==> src/rtl/sertx_pkg.sv <==
package sertx_pkg;

    localparam int DATA_W  = 8;
    localparam int FRAME_W = DATA_W + 3;
    localparam int CNT_W   = $clog2(FRAME_W + 1);
    localparam int NFLAG   = 2;

    localparam int FLG_TBE = 0;
    localparam int FLG_EOT = 1;

    typedef enum logic {
        TX_IDLE = 1'b0,
        TX_SEND = 1'b1
    } tx_state_e;

    typedef struct packed {
        logic              valid;
        logic [DATA_W-1:0] data;
    } hold_entry_t;

    typedef struct packed {
        logic              par_en;
        logic              par_odd;
    } frame_cfg_t;

    function automatic logic parity_of(input logic [DATA_W-1:0] d, input logic odd);
        return (^d) ^ odd;
    endfunction

    function automatic logic [FRAME_W-1:0] build_frame(input logic [DATA_W-1:0] d,
                                                       input frame_cfg_t cfg);
        logic pbit;
        pbit = cfg.par_en ? parity_of(d, cfg.par_odd) : 1'b1;
        return {1'b1, pbit, d, 1'b0};
    endfunction

endpackage

==> src/rtl/sertx_sync.sv <==
module sertx_sync #(
    parameter int STAGES  = 2,
    parameter bit RST_VAL = 1'b1
) (
    input  logic clk,
    input  logic rst,
    input  logic din,
    output logic dout
);
    logic [STAGES-1:0] chain;

    always_ff @(posedge clk) begin
        if (rst) chain <= {STAGES{RST_VAL}};
        else     chain <= {chain[STAGES-2:0], din};
    end

    assign dout = chain[STAGES-1];
endmodule

==> src/rtl/sertx_holdbuf.sv <==
module sertx_holdbuf
    import sertx_pkg::*;
(
    input  logic              clk,
    input  logic              rst,
    input  logic              wr_en,
    input  logic [DATA_W-1:0] wr_data,
    input  logic              pop,
    output hold_entry_t       entry
);
    always_ff @(posedge clk) begin
        if (rst) begin
            entry <= '0;
        end else if (pop) begin
            entry.valid <= 1'b0;
        end else if (wr_en && !entry.valid) begin
            entry.valid <= 1'b1;
            entry.data  <= wr_data;
        end
    end

    // a write into a full buffer leaves the held byte untouched
    p_full_keep_r4: assert property (@(posedge clk) disable iff (rst)
        (entry.valid && wr_en && !pop) |=> (entry.valid && $stable(entry.data)));
endmodule

==> src/rtl/sertx_shifter.sv <==
module sertx_shifter
    import sertx_pkg::*;
(
    input  logic        clk,
    input  logic        rst,
    input  logic        tick,
    input  logic        allow,
    input  hold_entry_t entry,
    input  frame_cfg_t  cfg,
    output logic        pop,
    output logic        busy,
    output logic        eot_set,
    output logic        txd
);
    tx_state_e          state;
    logic [FRAME_W-1:0] frame;
    logic [CNT_W-1:0]   remain;
    logic               end_tick;

    assign end_tick = tick && (state == TX_SEND) && (remain == CNT_W'(1));
    assign pop      = tick && entry.valid && allow && ((state == TX_IDLE) || (remain == CNT_W'(1)));
    assign eot_set  = end_tick && !entry.valid;
    assign busy     = (state == TX_SEND);
    assign txd      = busy ? frame[0] : 1'b1;

    always_ff @(posedge clk) begin
        if (rst) begin
            state  <= TX_IDLE;
            frame  <= '1;
            remain <= '0;
        end else if (pop) begin
            state  <= TX_SEND;
            frame  <= build_frame(entry.data, cfg);
            remain <= cfg.par_en ? CNT_W'(FRAME_W) : CNT_W'(FRAME_W - 1);
        end else if (end_tick) begin
            state  <= TX_IDLE;
            frame  <= '1;
            remain <= '0;
        end else if (tick && state == TX_SEND) begin
            frame  <= {1'b1, frame[FRAME_W-1:1]};
            remain <= remain - CNT_W'(1);
        end
    end

    // a bit level only moves on a baud tick
    p_bit_stable_r2: assert property (@(posedge clk) disable iff (rst)
        (busy && !tick) |=> $stable(txd));

    // a started character runs to its stop bit
    p_midchar_r7: assert property (@(posedge clk) disable iff (rst)
        (busy && !end_tick) |=> busy);

    // the line is high whenever nothing is being sent
    p_idle_high_r1: assert property (@(posedge clk) disable iff (rst)
        (!busy && !pop) |=> txd);
endmodule

==> src/rtl/sertx_flags.sv <==
module sertx_flags #(
    parameter int              N       = 2,
    parameter logic [N-1:0]    RST_VAL = '0
) (
    input  logic         clk,
    input  logic         rst,
    input  logic [N-1:0] set,
    input  logic [N-1:0] clr,
    input  logic [N-1:0] en,
    input  logic         glb_en,
    output logic [N-1:0] flags,
    output logic         irq
);
    for (genvar i = 0; i < N; i++) begin : g_flag
        always_ff @(posedge clk) begin
            if (rst)         flags[i] <= RST_VAL[i];
            else if (set[i]) flags[i] <= 1'b1;
            else if (clr[i]) flags[i] <= 1'b0;
        end

        // flags are sticky until cleared
        p_flag_sticky_r9: assert property (@(posedge clk) disable iff (rst)
            (flags[i] && !clr[i]) |=> flags[i]);

        // a clear without a setting event takes effect
        p_flag_clear_r10: assert property (@(posedge clk) disable iff (rst)
            (clr[i] && !set[i]) |=> !flags[i]);
    end

    assign irq = glb_en && |(flags & en);
endmodule

==> src/rtl/sertx_top.sv <==
module sertx_top
    import sertx_pkg::*;
(
    input  logic              clk,
    input  logic              rst,
    input  logic              baud_tick,
    input  logic              wr_en,
    input  logic [DATA_W-1:0] wr_data,
    input  logic              cts_n,
    input  logic              cts_en,
    input  logic              par_en,
    input  logic              par_odd,
    input  logic [NFLAG-1:0]  flag_clr,
    input  logic [NFLAG-1:0]  irq_en,
    input  logic              irq_glb_en,
    output logic              txd,
    output logic              tbe_flag,
    output logic              eot_flag,
    output logic              irq
);
    logic        cts_n_s;
    logic        allow;
    logic        pop;
    logic        busy;
    logic        eot_set;
    hold_entry_t entry;
    frame_cfg_t  cfg;
    logic [NFLAG-1:0] flag_set;
    logic [NFLAG-1:0] flag_vec;

    assign cfg   = '{par_en: par_en, par_odd: par_odd};
    assign allow = !cts_en || !cts_n_s;

    sertx_sync #(.STAGES(2), .RST_VAL(1'b1)) u_cts_sync (
        .clk (clk),
        .rst (rst),
        .din (cts_n),
        .dout(cts_n_s)
    );

    sertx_holdbuf u_hold (
        .clk    (clk),
        .rst    (rst),
        .wr_en  (wr_en),
        .wr_data(wr_data),
        .pop    (pop),
        .entry  (entry)
    );

    sertx_shifter u_shift (
        .clk    (clk),
        .rst    (rst),
        .tick   (baud_tick),
        .allow  (allow),
        .entry  (entry),
        .cfg    (cfg),
        .pop    (pop),
        .busy   (busy),
        .eot_set(eot_set),
        .txd    (txd)
    );

    always_comb begin
        flag_set          = '0;
        flag_set[FLG_TBE] = pop;
        flag_set[FLG_EOT] = eot_set;
    end

    sertx_flags #(.N(NFLAG), .RST_VAL(NFLAG'(1) << FLG_TBE)) u_flags (
        .clk   (clk),
        .rst   (rst),
        .set   (flag_set),
        .clr   (flag_clr),
        .en    (irq_en),
        .glb_en(irq_glb_en),
        .flags (flag_vec),
        .irq   (irq)
    );

    assign tbe_flag = flag_vec[FLG_TBE];
    assign eot_flag = flag_vec[FLG_EOT];

    // while clear-to-send blocks, an idle shifter stays idle
    p_cts_hold_r6: assert property (@(posedge clk) disable iff (rst)
        (!busy && !allow) |=> !busy);

    // line-done never sets while a byte is waiting
    p_eot_pending_r10: assert property (@(posedge clk) disable iff (rst)
        (entry.valid && !eot_flag) |=> !eot_flag);
endmodule

==> config.mk <==
export PLATFORM = sky130hd
export DESIGN_NAME = sertx_top
export DESIGN_NICKNAME = d
export VERILOG_FILES = /design/src/rtl/sertx_pkg.sv /design/src/rtl/sertx_sync.sv /design/src/rtl/sertx_holdbuf.sv /design/src/rtl/sertx_shifter.sv /design/src/rtl/sertx_flags.sv /design/src/rtl/sertx_top.sv
export SDC_FILE = /design/constraint.sdc
export NUM_CORES = 1
export LEC_CHECK = 0
export BUFFER_PORTS_ARGS = -buffer_cell sky130_fd_sc_hd__clkbuf_2
export CAP_MARGIN = 5
export CELL_PAD_IN_SITES_DETAIL_PLACEMENT = 0
export CELL_PAD_IN_SITES_GLOBAL_PLACEMENT = 1
export CORE_UTILIZATION = 43
export DETAILED_ROUTE_END_ITERATION = 12
export GPL_ROUTABILITY_DRIVEN = 0
export PLACE_DENSITY = 0.82
export SETUP_SLACK_MARGIN = 0.2
export SYNTH_ARGS = -nofsm -noshare
export SYNTH_HDL_FRONTEND = slang
export SYNTH_SLANG_ARGS = --single-unit
==> constraint.sdc <==
create_clock -name clk -period 2.3 [get_ports clk]
set_input_delay 0.23 -clock clk [delete_from_list [all_inputs] [get_ports clk]]
set_output_delay 0.23 -clock clk [all_outputs]
set_load 0.03 [all_outputs]
== Word-level counts from Yosys, hierarchy flattened ==
Index checks and enable logic that the tools add are counted.

* Flip-flop bits (word level): 28
* Input port bits: 21
* Output and inout port bits: 4

* Equality and inequality tests: 1
* Multiplexer cells: 13
* Add/subtract/negate cells: 1
* Bitwise logic cells: 4
* Reduce and logical (&&, ||, !) cells: 20

{| class="wikitable"
|+ Operators by type and width
! operator !! count
|-
| $mux W10 || 3
|-
| $mux W4 || 3
|-
| $logic_and A1 B1 Y1 || 8
|-
| $reduce_xor A8 Y1 || 1
|-
| $mux W1 || 7
|-
| $eq A4 B1 Y1 const B || 1
|-
| $reduce_bool A2 Y1 || 2
|-
| $reduce_or A2 Y1 || 2
|-
| $sub A4 B1 Y4 const B || 1
|-
| $logic_not A1 Y1 || 3
|-
| $reduce_bool A3 Y1 || 1
|-
| $and A2 B2 Y2 || 1
|-
| $logic_or A1 B1 Y1 || 2
|-
| $not A1 Y1 || 2
|-
| $reduce_and A2 Y1 || 1
|-
| $xor A1 B1 Y1 || 1
|}

== Depth between registers and ports, before layout ==
Gate-level depths: netlist of the first run.

* Depth in word-level cells: 6
* Depth in mapped cells: 7

== Modules after synthesis ==
From an unflattened synthesis of the first run, not the netlist that was laid out.

* Cell total of the unflattened synthesis: 158
* Area total of the unflattened synthesis: 1406.3 µm²

{| class="wikitable"
|+ Modules (own cells, without submodules)
! module !! seq. area each (µm²) !! cells each !! area each (µm²) !! instances
|-
| sertx_shifter || 300.3 || 105 || 867.1 || 1
|-
| sertx_holdbuf || 180.2 || 38 || 397.9 || 1
|-
| sertx_flags || 40.0 || 10 || 85.1 || 1
|-
| sertx_sync || 40.0 || 4 || 52.6 || 1
|-
| sertx_top || 0.0 || 1 || 3.8 || 1
|}

== Worst setup path before layout of the first run ==
No wires, ideal clock.

* Kind: register to register
* From: register u_shift.remain[0]
* To: register u_shift.frame[1]
* Period minus slack after synthesis: 1431 ps
* Stages on the path, launching flop included: 6
* Data required time: 2178 ps
* Setup slack: 869 ps
* Arrival: 1309 ps
* Cells stage by stage: dfxtp_1 ha_1 nor3b_2 nor2_2 o31ai_1 o21bai_1

* Word-level cells in the longest chain between the ends: 4
* Elaborated cells on any way between the ends: 7
* Those cells by class: eq/ne: 1; mux: 2; reduce/logical: 4

{| class="wikitable"
|+ Ends and longest elaborated chain
! item !! RTL line !! text
|-
| from (decl) || sertx_shifter.sv:17 || <nowiki>logic [CNT_W-1:0] remain;</nowiki>
|-
| from (signal assigned) || sertx_shifter.sv:34 || <nowiki>remain <= cfg.par_en ? CNT_W'(FRAME_W) : CNT_W'(FRAME_W - 1);</nowiki>
|-
| from (signal assigned) || sertx_shifter.sv:41 || <nowiki>remain <= remain - CNT_W'(1);</nowiki>
|-
| $eq A4 B1 Y1 * || sertx_shifter.sv:20, sertx_shifter.sv:21 ||
|-
| $logic_and A1 B1 Y1 / $logic_or A1 B1 Y1 (equally long branches) || sertx_shifter.sv:20, sertx_shifter.sv:21 ||
|-
| $mux W10 / $logic_and A1 B1 Y1 (equally long branches) || sertx_shifter.sv:35, sertx_shifter.sv:21 ||
|-
| $mux W10 / $reduce_bool A3 Y1 (equally long branches) || n/a ||
|-
| to (signal assigned) || sertx_shifter.sv:33 || <nowiki>frame <= build_frame(entry.data, cfg);</nowiki>
|-
| to (signal assigned) || sertx_shifter.sv:40 || <nowiki>frame <= {1'b1, frame[FRAME_W-1:1]};</nowiki>
|-
| to (decl) || sertx_shifter.sv:16 || <nowiki>logic [FRAME_W-1:0] frame;</nowiki>
|}

Every way passes the cells marked *; elsewhere a longest branch is shown, timed or not.
A chain may end at the register's enable or synchronous reset.

== Worst setup path after layout of the first run ==
* From: register u_shift.remain[1]
* To: register u_flags.flags[0]

* Word-level cells in the longest chain between the ends: 4

{| class="wikitable"
|+ Ends and longest elaborated chain
! item !! RTL line !! text
|-
| $eq A4 B1 Y1 || sertx_shifter.sv:21 || <nowiki>assign pop = tick && entry.valid && allow && ((state == TX_IDLE) || (remain == CNT_W'(1)));</nowiki>
|-
| $logic_or A1 B1 Y1 || sertx_shifter.sv:21 ||
|-
| $logic_and A1 B1 Y1 || sertx_shifter.sv:21 ||
|-
| $reduce_or A2 Y1 (no source line) || n/a ||
|-
| to (signal, indexed assignment) || sertx_flags.sv:16 || <nowiki>if (rst) flags[i] <= RST_VAL[i];</nowiki>
|-
| to (decl) || sertx_flags.sv:11 || <nowiki>output logic [N-1:0] flags,</nowiki>
|}

Every way passes these cells.

==> metrics.yaml, run 1 <==
max_slew.worst_pin.slew_ns: 0.542
dp_hpwl_mm: 1.84
peakVddDrop_mv: 0.368
synth_compound_area_share_pct: 17.4
grt_pass1_wl_mm: 4.46
start_kind: "flip-flop"
slowest_stage: "dfxtp_1"
grt_setup_unrepaired: "false"
hold_class: "primary input to flip-flop"
setup_tns_ns: 0
via_per_inst: 5.51
critPathArrivalTime_ns: 1.94
outcome: "finished, violations left"
crit_buf_inv: 1
synth_fp_nets: 167
start_util_pct: 46.5
slew_headroom_pct: 63.9
ctsResizeCount: 0
layout.nets: 188
core_um2: 2830
io_buffers: 24
setup-violations-final: 0
drive_gt1_share_pct: 20.2
hp-start: "cts_n"
yosysTopAreaCellShare_pct: 42.6
cts_max_path_buffers: 2
fillers: 278
yosys.area_share.simple_pct: 21.2
crit_path_end_kind: "flip-flop"
grt_pass1_vias: 1009
clock-root-buffer: "clkbuf_4"
grt_max_degree: 30
setup_slack_ns: 0.601
syn2layout_area_growth_pct: 11.5
die_y_um: 57.3
drc_errors: 2
syn-mean-instance-area_um2: 9.13
syn_area_um2: 1320
dieArea_um2: 3280
finalCritPeriodShare_pct: 73.8
crit_path_cell_trace: "inv_1, ha_1, nor3b_2, nor2_2, nor2_1, a211o_1"
io_pins: 25
worst_ep_required_time_ns: 2.54
grt.total_usage_pct: 17.5
drt_iter0_drc: 14
cpPeakStageDelay_ns: 0.39
muxShareOfSynthArea_pct: 6.85
maxSlewViolCount: 0
synth-edff-count: 0
cts_tree: "yes"
path_delay_family: "simple AND/OR/NAND/NOR gates"
skew_ns: 0.00572
antenna_cells: 0
max_freq_mhz: 589
p_leak_nw: 0.627
clkSlewWorstSetupHoldPaths_ns: 0.14
htree_levels: 1
synthArstFlopShare_pct: 0
dominantRegCellSynth: "dfxtp_1"
synth.most_common_cell: "dfxtp_1"
place_area_um2: 1440
std_cell_rows: 19
synth_commonest_cells: "dfxtp_1, nor2_1, mux2i_1"
p_per_area_nw_per_um2: 607
antenna_found_initial: 0
cts_setup_buffers: 0
synth_top_family_by_area: "simple AND/OR/NAND/NOR gates"
final_cells: 194
seq_area_frac_synth_pct: 42.6
final.min_clock_period_ns: 1.70
synth_cell_types: 36
numCtsBuffers: 3
die_x_um: 57.3
drtPass1Iterations: 8
synthXorXnorAreaFrac_pct: 5.71
violations: "design-rule violations"
synth_top_cell_by_area: "dfxtp_1"
total_power_mw: 0.890
synth.ff_latch_count: 28
drv_cap: 0
rr_startpoint: "u_shift.remain[1]"
dp_slack_ns: 0.641
wl_per_cell_um: 13.6
drt_wl_total_mm: 2.64
cts_sinks: 28
crit_type: "flip-flop to flip-flop"
overflow: 0
synth_fa_ha_area_share_pct: 1.90
hold_viol: 0
ys_top_cells_by_area: "dfxtp_1, mux2i_1, nor2_1"
clk_latency_ns: 0.33
via_count: 1068
hold_buffers: 0
ant_nets: 0
syn_inst: 144
crit_path_max_fanout: 9
final_area_um2: 1470
synth_warnings: 0
critPathLaunch: "u_shift.remain[1]"
dp.cells: 191
==> cells in the final DEF (no fill, tap or decap), types with 2 or more instances in the layout <==
| cell type | netlist | layout |
|---|---|---|
| nor2b_1 | 2 | 2 |
| a21oi_1 | 6 | 6 |
| or3_1 | 2 | 2 |
| dfxtp_1 | 28 | 28 |
| nand3_1 | 2 | 2 |
| or2_2 | 2 | 2 |
| o31ai_1 | 8 | 8 |
| o21bai_1 | 8 | 8 |
| nand2_1 | 5 | 5 |
| mux2i_1 | 9 | 9 |
| clkbuf_2 | 0 | 24 |
| nor2_1 | 22 | 22 |
| ha_1 | 2 | 2 |
| nand4b_1 | 8 | 8 |
| inv_1 | 5 | 5 |
| xnor2_1 | 5 | 5 |
| nor3_1 | 4 | 4 |
| clkbuf_4 | 0 | 3 |
==> power by group <==
group	leakage, nW	internal (mW)	switching (mW)	total [mW]
registers	0.230	0.513	0.0247	0.538
clock network	0.0138	0.0616	0.142	0.203
logic	0.383	0.0757	0.0737	0.149
==> cell families (layout without fill, tap and decap cells) <==
logic type	count (synthesis)	count (layout)
simple gates	52	52
compound gates	32	32
flops	28	28
buf+inv	14	33
mux	9	9
xor+xnor	7	7
fa+ha+maj	2	2
==> sequential cells by signal (all words and copies together), names as in the netlist <==
signal and count:
u_shift.frame 10, u_hold.entry 9, u_shift.remain 4, u_cts_sync.chain 2
u_flags.flags 2, u_shift.busy 1
==> path summary, 6_finish.rpt <==
path                         end  slack (ns)  cells after the start
max             u_flags.flags[0]        0.60                      6
min          u_cts_sync.chain[0]        0.07                      2
max reg2reg     u_flags.flags[0]        0.60                      6
min reg2reg  u_cts_sync.chain[1]        0.43                      1
==> final cells by class <==
type	instances	area, µm²	area share [%]
Sequential cell	28	561	38.2
Timing Repair Buffer	25	128	8.70
Inverter	5	18.8	1.28
Multi-Input combinational cell	102	698	47.6
Clock buffer	3	22.5	1.54
Tap cell	31	38.8	2.65
==> metal layers <==
layer / up-vias / part of all wire, % / global-route usage, % / wire length, µm
met2: 23 / 43 / 27.4 / 1130
met5: - / 0 / 0 / 0
li1: 550 / - / - / -
met1: 490 / 51 / 23.8 / 1360
met4: 0 / 2.0 / 8.36 / 53
met3: 5 / 3.8 / 2.49 / 100
==> per-stage QoR <==
stage | hold WS [ns] | util (%)
after detailed placement | 0.397 | 51.0
after global routing | 0.0643 | 51.8
final | 0.0698 | 51.8
after floorplan | 0.334 | -
after CTS | 0.0644 | 51.8
after global placement | 0.391 | 51.0
Note: power is estimated with default switching activity, not from simulation.
==> run 2, diff against run 1 <==
--- a/config.mk
+++ b/config.mk
@@ -9,10 +9,10 @@
 export CAP_MARGIN = 5
 export CELL_PAD_IN_SITES_DETAIL_PLACEMENT = 0
 export CELL_PAD_IN_SITES_GLOBAL_PLACEMENT = 1
-export CORE_UTILIZATION = 43
+export CORE_UTILIZATION = 40
 export DETAILED_ROUTE_END_ITERATION = 12
 export GPL_ROUTABILITY_DRIVEN = 0
-export PLACE_DENSITY = 0.82
+export PLACE_DENSITY = 0.77
 export SETUP_SLACK_MARGIN = 0.2
 export SYNTH_ARGS = -nofsm -noshare
 export SYNTH_HDL_FRONTEND = slang
==> constraint.sdc (replaced) <==
create_clock -name clk -period 1.6 [get_ports clk]
set_input_delay 0.16 -clock clk [delete_from_list [all_inputs] [get_ports clk]]
set_output_delay 0.16 -clock clk [all_outputs]
set_load 0.03 [all_outputs]
==> run 2 against run 1 <==
  * The flow now finishes without violations
  * Power up 71%
  * Die area increased by 7.2%
  * Cell count up 14%
  * Critical endpoint is now u_shift.remain[0]
  * Clock-buffer cell count unchanged
==> metrics.yaml, run 2 (synthesized netlist as in run 1, its figures left out) <==
via_count: 1154
via_per_inst: 5.20
max_freq_mhz: 671
most-common-layout-cells: "clkbuf_2, dfxtp_1, nor2_1"
skew_ns: 0.00919
drv_cap: 0
final.min_clock_period_ns: 1.49
slew_headroom_pct: 76.0
antenna_cells: 0
drc_errors: 0
p_leak_nw: 0.759
maxSlewViolCount: 0
worst_ep_required_time_ns: 1.87
slowest_stage: "dfxtp_2"
peakVddDrop_mv: 0.657
grt_max_degree: 19
hold_class: "primary input to flip-flop"
p_per_area_nw_per_um2: 866
dieArea_um2: 3520
hp-start: "wr_data[0]"
clkSlewWorstSetupHoldPaths_ns: 0.16
numCtsBuffers: 3
cpPeakStageDelay_ns: 0.37
cts_sinks: 28
crit_path_max_fanout: 5
crit_type: "flip-flop to flip-flop"
drtPass1Iterations: 4
regArea_um2: 578
drt_wl_total_mm: 3.14
cts_max_path_buffers: 2
multi_input_area_um2: 818
clock-root-buffer: "clkbuf_4"
grt.total_usage_pct: 19.7
setup-violations-final: 0
htree_levels: 1
grt_pass1_vias: 1112
io_pins: 25
top_regs: "u_shift.frame (10), u_hold.entry (9), u_shift.remain (4)"
critPathLaunch: "u_shift.remain[1]"
critPathArrivalTime_ns: 1.77
fillers: 278
rr_startpoint: "u_shift.remain[1]"
max_slew.worst_pin.slew_ns: 0.356
die_y_um: 59.3
final_area_um2: 1760
antenna_found_initial: 0
syn2layout_area_growth_pct: 33.7
finalCritPeriodShare_pct: 93.2
std_cell_rows: 20
final_cells: 222
grt_pass1_wl_mm: 5.19
layout.nets: 202
crit_top_cell: "buf_6"
crit_path_cell_trace: "inv_2, ha_4, nor3b_4, buf_6, buf_6, or3_1, a31oi_1"
overflow: 0
hold_viol: 0
ff2ff_path_depth: 7
wl_per_cell_um: 14.1
dp_hpwl_mm: 1.96
start_util_pct: 42.7
outcome: "finished, final reports clean"
dp_slack_ns: 0.0322
final_common_cell: "clkbuf_2"
crit_path_end_kind: "flip-flop"
core_um2: 3080
ant_nets: 0
drt_iter0_drc: 31
final_util_pct: 57.1
hold_ws_ns: 0.0446
dp.cells: 207
largest-register: "u_shift.frame"
min_path_cells: 3
cts_tree: "yes"
clk_latency_ns: 0.34
die_x_um: 59.3
setup_tns_ns: 0
grt_setup_unrepaired: "true"
total_power_mw: 1.52
start_kind: "flip-flop"
largest_reg_flops: 10
drive_gt1_share_pct: 39.9
place_area_um2: 1500
io_buffers: 24
setup_slack_ns: 0.109
-- run 2: changes by cell type in the layout (fill, tap and decap cells not counted), moves of 3 or more --
cell     delta
dfxtp_1     -6
o31ai_1     -7
nor2_4      +3
dfxtp_4     +4
o31ai_2     +7
buf_4      +10
-- run 2: area by class of cell --
cell class / instances / area share [%]
timing repair buffer: 38 / 13.4
multi-input combinational: 103 / 46.5
inverter: 5 / 1.07
clock buffer: 3 / 1.28
tap: 44 / 3.13
sequential: 28 / 32.9
clock inverter: 1 / 1.71
-- run 2: layer usage --
layer / wire (µm) / share of wire (%) / GRT usage, % / vias to the layer above
met2: 1520 / 49 / 31.9 / 28
met1: 1470 / 47 / 26.3 / 542
li1: - / - / - / 580
met4: 28 / 0.89 / 8.84 / 0
met3: 119 / 3.8 / 2.40 / 4
met5: 0 / 0 / 0 / -
-- run 2: path summary, 6_finish.rpt --
path / slack [ns] / endpoint
max: 0.11 / u_shift.remain[0]
min reg2reg: 0.43 / u_cts_sync.chain[1]
max reg2reg: 0.11 / u_shift.remain[0]
min: 0.04 / u_hold.entry[0]
-- run 2: critical path: cells and delay by family (launching register included) --
family                   cells  cell delay (ns)
adder cells (fa/ha/maj)      1             0.16
flip-flops                   1             0.37
buffers and inverters        3             0.30
AND/OR/NAND/NOR              2             0.45
AO/OA/AOI/OAI                1             0.16
-- run 2: timing repair --
action,4_1_cts,5_1_grt
setup endpoints to repair,17,18
resized for setup,19,13
endpoints found under the hold margin,1,0
hold buffers,1,0
pin swaps,10,9
gates cloned,1,0
setup buffers,7,2
-- run 2: power by group --
group / internal, mW / leakage (nW) / switching, mW
combinational: 0.145 / 0.498 / 0.133
clock: 0.254 / 0.0279 / 0.218
sequential: 0.736 / 0.233 / 0.0376
total: 1.13 / 0.759 / 0.388
==> run 3, diff against run 2 <==
--- a/config.mk
+++ b/config.mk
@@ -5,14 +5,15 @@
 export SDC_FILE = /design/constraint.sdc
 export NUM_CORES = 1
 export LEC_CHECK = 0
+export ABC_AREA = 1
 export BUFFER_PORTS_ARGS = -buffer_cell sky130_fd_sc_hd__clkbuf_2
 export CAP_MARGIN = 5
 export CELL_PAD_IN_SITES_DETAIL_PLACEMENT = 0
 export CELL_PAD_IN_SITES_GLOBAL_PLACEMENT = 1
-export CORE_UTILIZATION = 40
+export CORE_UTILIZATION = 39
 export DETAILED_ROUTE_END_ITERATION = 12
 export GPL_ROUTABILITY_DRIVEN = 0
-export PLACE_DENSITY = 0.77
+export PLACE_DENSITY = 0.78
 export SETUP_SLACK_MARGIN = 0.2
 export SYNTH_ARGS = -nofsm -noshare
 export SYNTH_HDL_FRONTEND = slang
==> run 3 against run 2 <==
  * Area after synthesis is 2.9% higher
  * Largest cell class unchanged
  * Hold slack worse by 0.0011 ns
  * Design area is 3.8% lower
  * Global-route usage is 1.9 points lower
  * Largest power group unchanged
==> metrics.yaml, run 3 <==
outcome: "finished, final reports clean"
final_common_cell: "nand2_1"
synth-edff-count: 0
p_per_area_nw_per_um2: 906
setup_slack_ns: 0.246
largest_reg_flops: 10
cp_num_cells: 11
std_cell_rows: 21
drt_wl_total_mm: 3.16
final_area_um2: 1690
ant_nets: 0
antenna_found_initial: 0
die_y_um: 60.9
cts_sinks: 28
regToRegEndpoint: "u_shift.frame[9]"
top_regs: "u_shift.frame (10), u_hold.entry (9), u_shift.remain (4)"
synth_fp_nets: 207
syn_area_um2: 1350
setup-violations-final: 0
critPathArrivalTime_ns: 1.59
grt_pass1_vias: 1086
numCtsBuffers: 3
cts_tree: "yes"
worst_ep_required_time_ns: 1.83
start_util_pct: 40.5
clk_latency_ns: 0.32
layout.nets: 239
max_slew.worst_pin.slew_ns: 0.403
synth_warnings: 0
p_seq_share_pct: 51.0
syn_inst: 184
ff2ff_path_depth: 11
comb_power_share_pct: 18.9
clock-root-buffer: "clkbuf_4"
syn-mean-instance-area_um2: 7.35
drv_cap: 0
slew_headroom_pct: 73.1
path_delay_family: "simple AND/OR/NAND/NOR gates"
slowest_stage: "dfxtp_2"
crit_path_end: "u_shift.frame[9]"
crit_path_end_kind: "flip-flop"
setup_tns_ns: 0
synth.most_common_cell: "nand2_1"
die_x_um: 60.9
drive_gt1_share_pct: 24.7
hold_class: "primary input to flip-flop"
via_per_inst: 4.84
final_util_pct: 50.7
dominantRegCellSynth: "dfxtp_1"
drtPass1Iterations: 4
synth_top_cell_by_area: "dfxtp_1"
core_um2: 3340
synthArstFlopShare_pct: 0
rr_startpoint: "u_shift.remain[1]"
syn2layout_area_growth_pct: 25.0
finalCritPeriodShare_pct: 84.7
crit_path_cell_trace: "inv_2, ha_4, nand3_4, nand2_4, nand2_8, nand2_8, inv_6, nand2_1, nand2_1, inv_1, nand2_1"
intPower_mw: 1.12
maxSlewViolCount: 0
start_kind: "flip-flop"
peakVddDrop_mv: 0.400
crit_buf_inv: 3
synth.ff_latch_count: 28
wl_per_cell_um: 12.1
drt_iter0_drc: 57
ys_top_cells_by_area: "dfxtp_1, nand2_1, nand3_1"
clkPwrFrac_pct: 30.1
htree_levels: 1
clkSlewWorstSetupHoldPaths_ns: 0.15
antenna_cells: 0
largest-register: "u_shift.frame"
grt_max_degree: 17
synth_cell_types: 26
max_freq_mhz: 738
via_count: 1264
p_leak_nw: 0.792
swShare_pct: 26.9
crit_top_cell: "nand2_1"
grt_setup_unrepaired: "true"
io_buffers: 24
most-common-layout-cells: "nand2_1, dfxtp_1, inv_1, clkbuf_2, nand3_1"
crit_path_max_fanout: 13
dp_slack_ns: 0.153
dieArea_um2: 3710
final.min_clock_period_ns: 1.35
grt_pass1_wl_mm: 4.83
cpPeakStageDelay_ns: 0.35
seq_area_frac_synth_pct: 41.4
crit_type: "flip-flop to flip-flop"
grt.total_usage_pct: 17.8
yosysTopAreaCellShare_pct: 41.4
r2r_setup_slack_ns: 0.25
critPathLaunch: "u_shift.remain[1]"
place_area_um2: 1510
overflow: 0
skew_ns: 0.00684
cts_max_path_buffers: 2
drc_errors: 0
hold_viol: 0
synth_commonest_cells: "nand2_1, dfxtp_1, inv_1"
io_pins: 25
power_switching_mw: 0.413
dp_hpwl_mm: 2.24
## run 3: worst min path at each step
stage	start	cells past startpoint	slack [ns]	endpoint
global route	wr_en	2	0.03	u_hold.entry[8]
CTS	cts_n	2	0.004	u_cts_sync.chain[0]
floorplan	flag_clr[0]	1	0.26	u_flags.flags[0]
detailed placement	cts_n	2	0.35	u_cts_sync.chain[0]
finish	wr_en	2	0.04	u_hold.entry[8]
global placement	cts_n	2	0.34	u_cts_sync.chain[0]
## run 3: layout make-up
type	instances	area, µm²
multi-input cells	122	693
flip-flops and latches	28	563
inverters	29	126
well taps	46	57.6
clock inverters	1	30.0
repair buffers	32	198
clock buffers	3	22.5
fillers	356	1650
## run 3: cells by family after synthesis
family	after synthesis	synth area share, %
simple gates	79	26.5
fa+ha+maj	2	1.85
buf+inv	34	11.0
compound gates	37	16.6
flops	28	41.4
xor+xnor	4	2.59
## run 3: power by group through the flow
stage          logic (mW)  registers [mW]  clock network, mW
2_1_floorplan       0.190           0.791                  0
3_3_place_gp        0.251           0.793                  0
3_5_place_dp        0.258           0.794                  0
4_1_cts             0.263           0.779              0.474
5_1_grt             0.326           0.788              0.515
6_report            0.289           0.782              0.462
## run 3: through the flow
stage               power [mW]  hold WS, ns  cells
floorplan                0.981        0.260    184
global placement          1.04        0.345    251
detailed placement        1.05        0.353    251
CTS                       1.52      0.00439    256
global route              1.63       0.0253    261
finish                    1.53       0.0435    261
## run 3: routing by layer
metal	up-vias	part of all wire, %	track usage [%]
met4	0	1.6	6.49
met1	585	47	23.4
met3	4	2.2	2.77
met2	19	49	29.5
met5	-	0	0
li1	656	-	-
## run 3: repair_timing
action,4_1_cts,5_1_grt
hold buffers,1,1
setup buffers,0,4
hold endpoints to repair,1,1
setup endpoints to repair,1,12
pin swaps,0,6
gates resized for setup,3,14
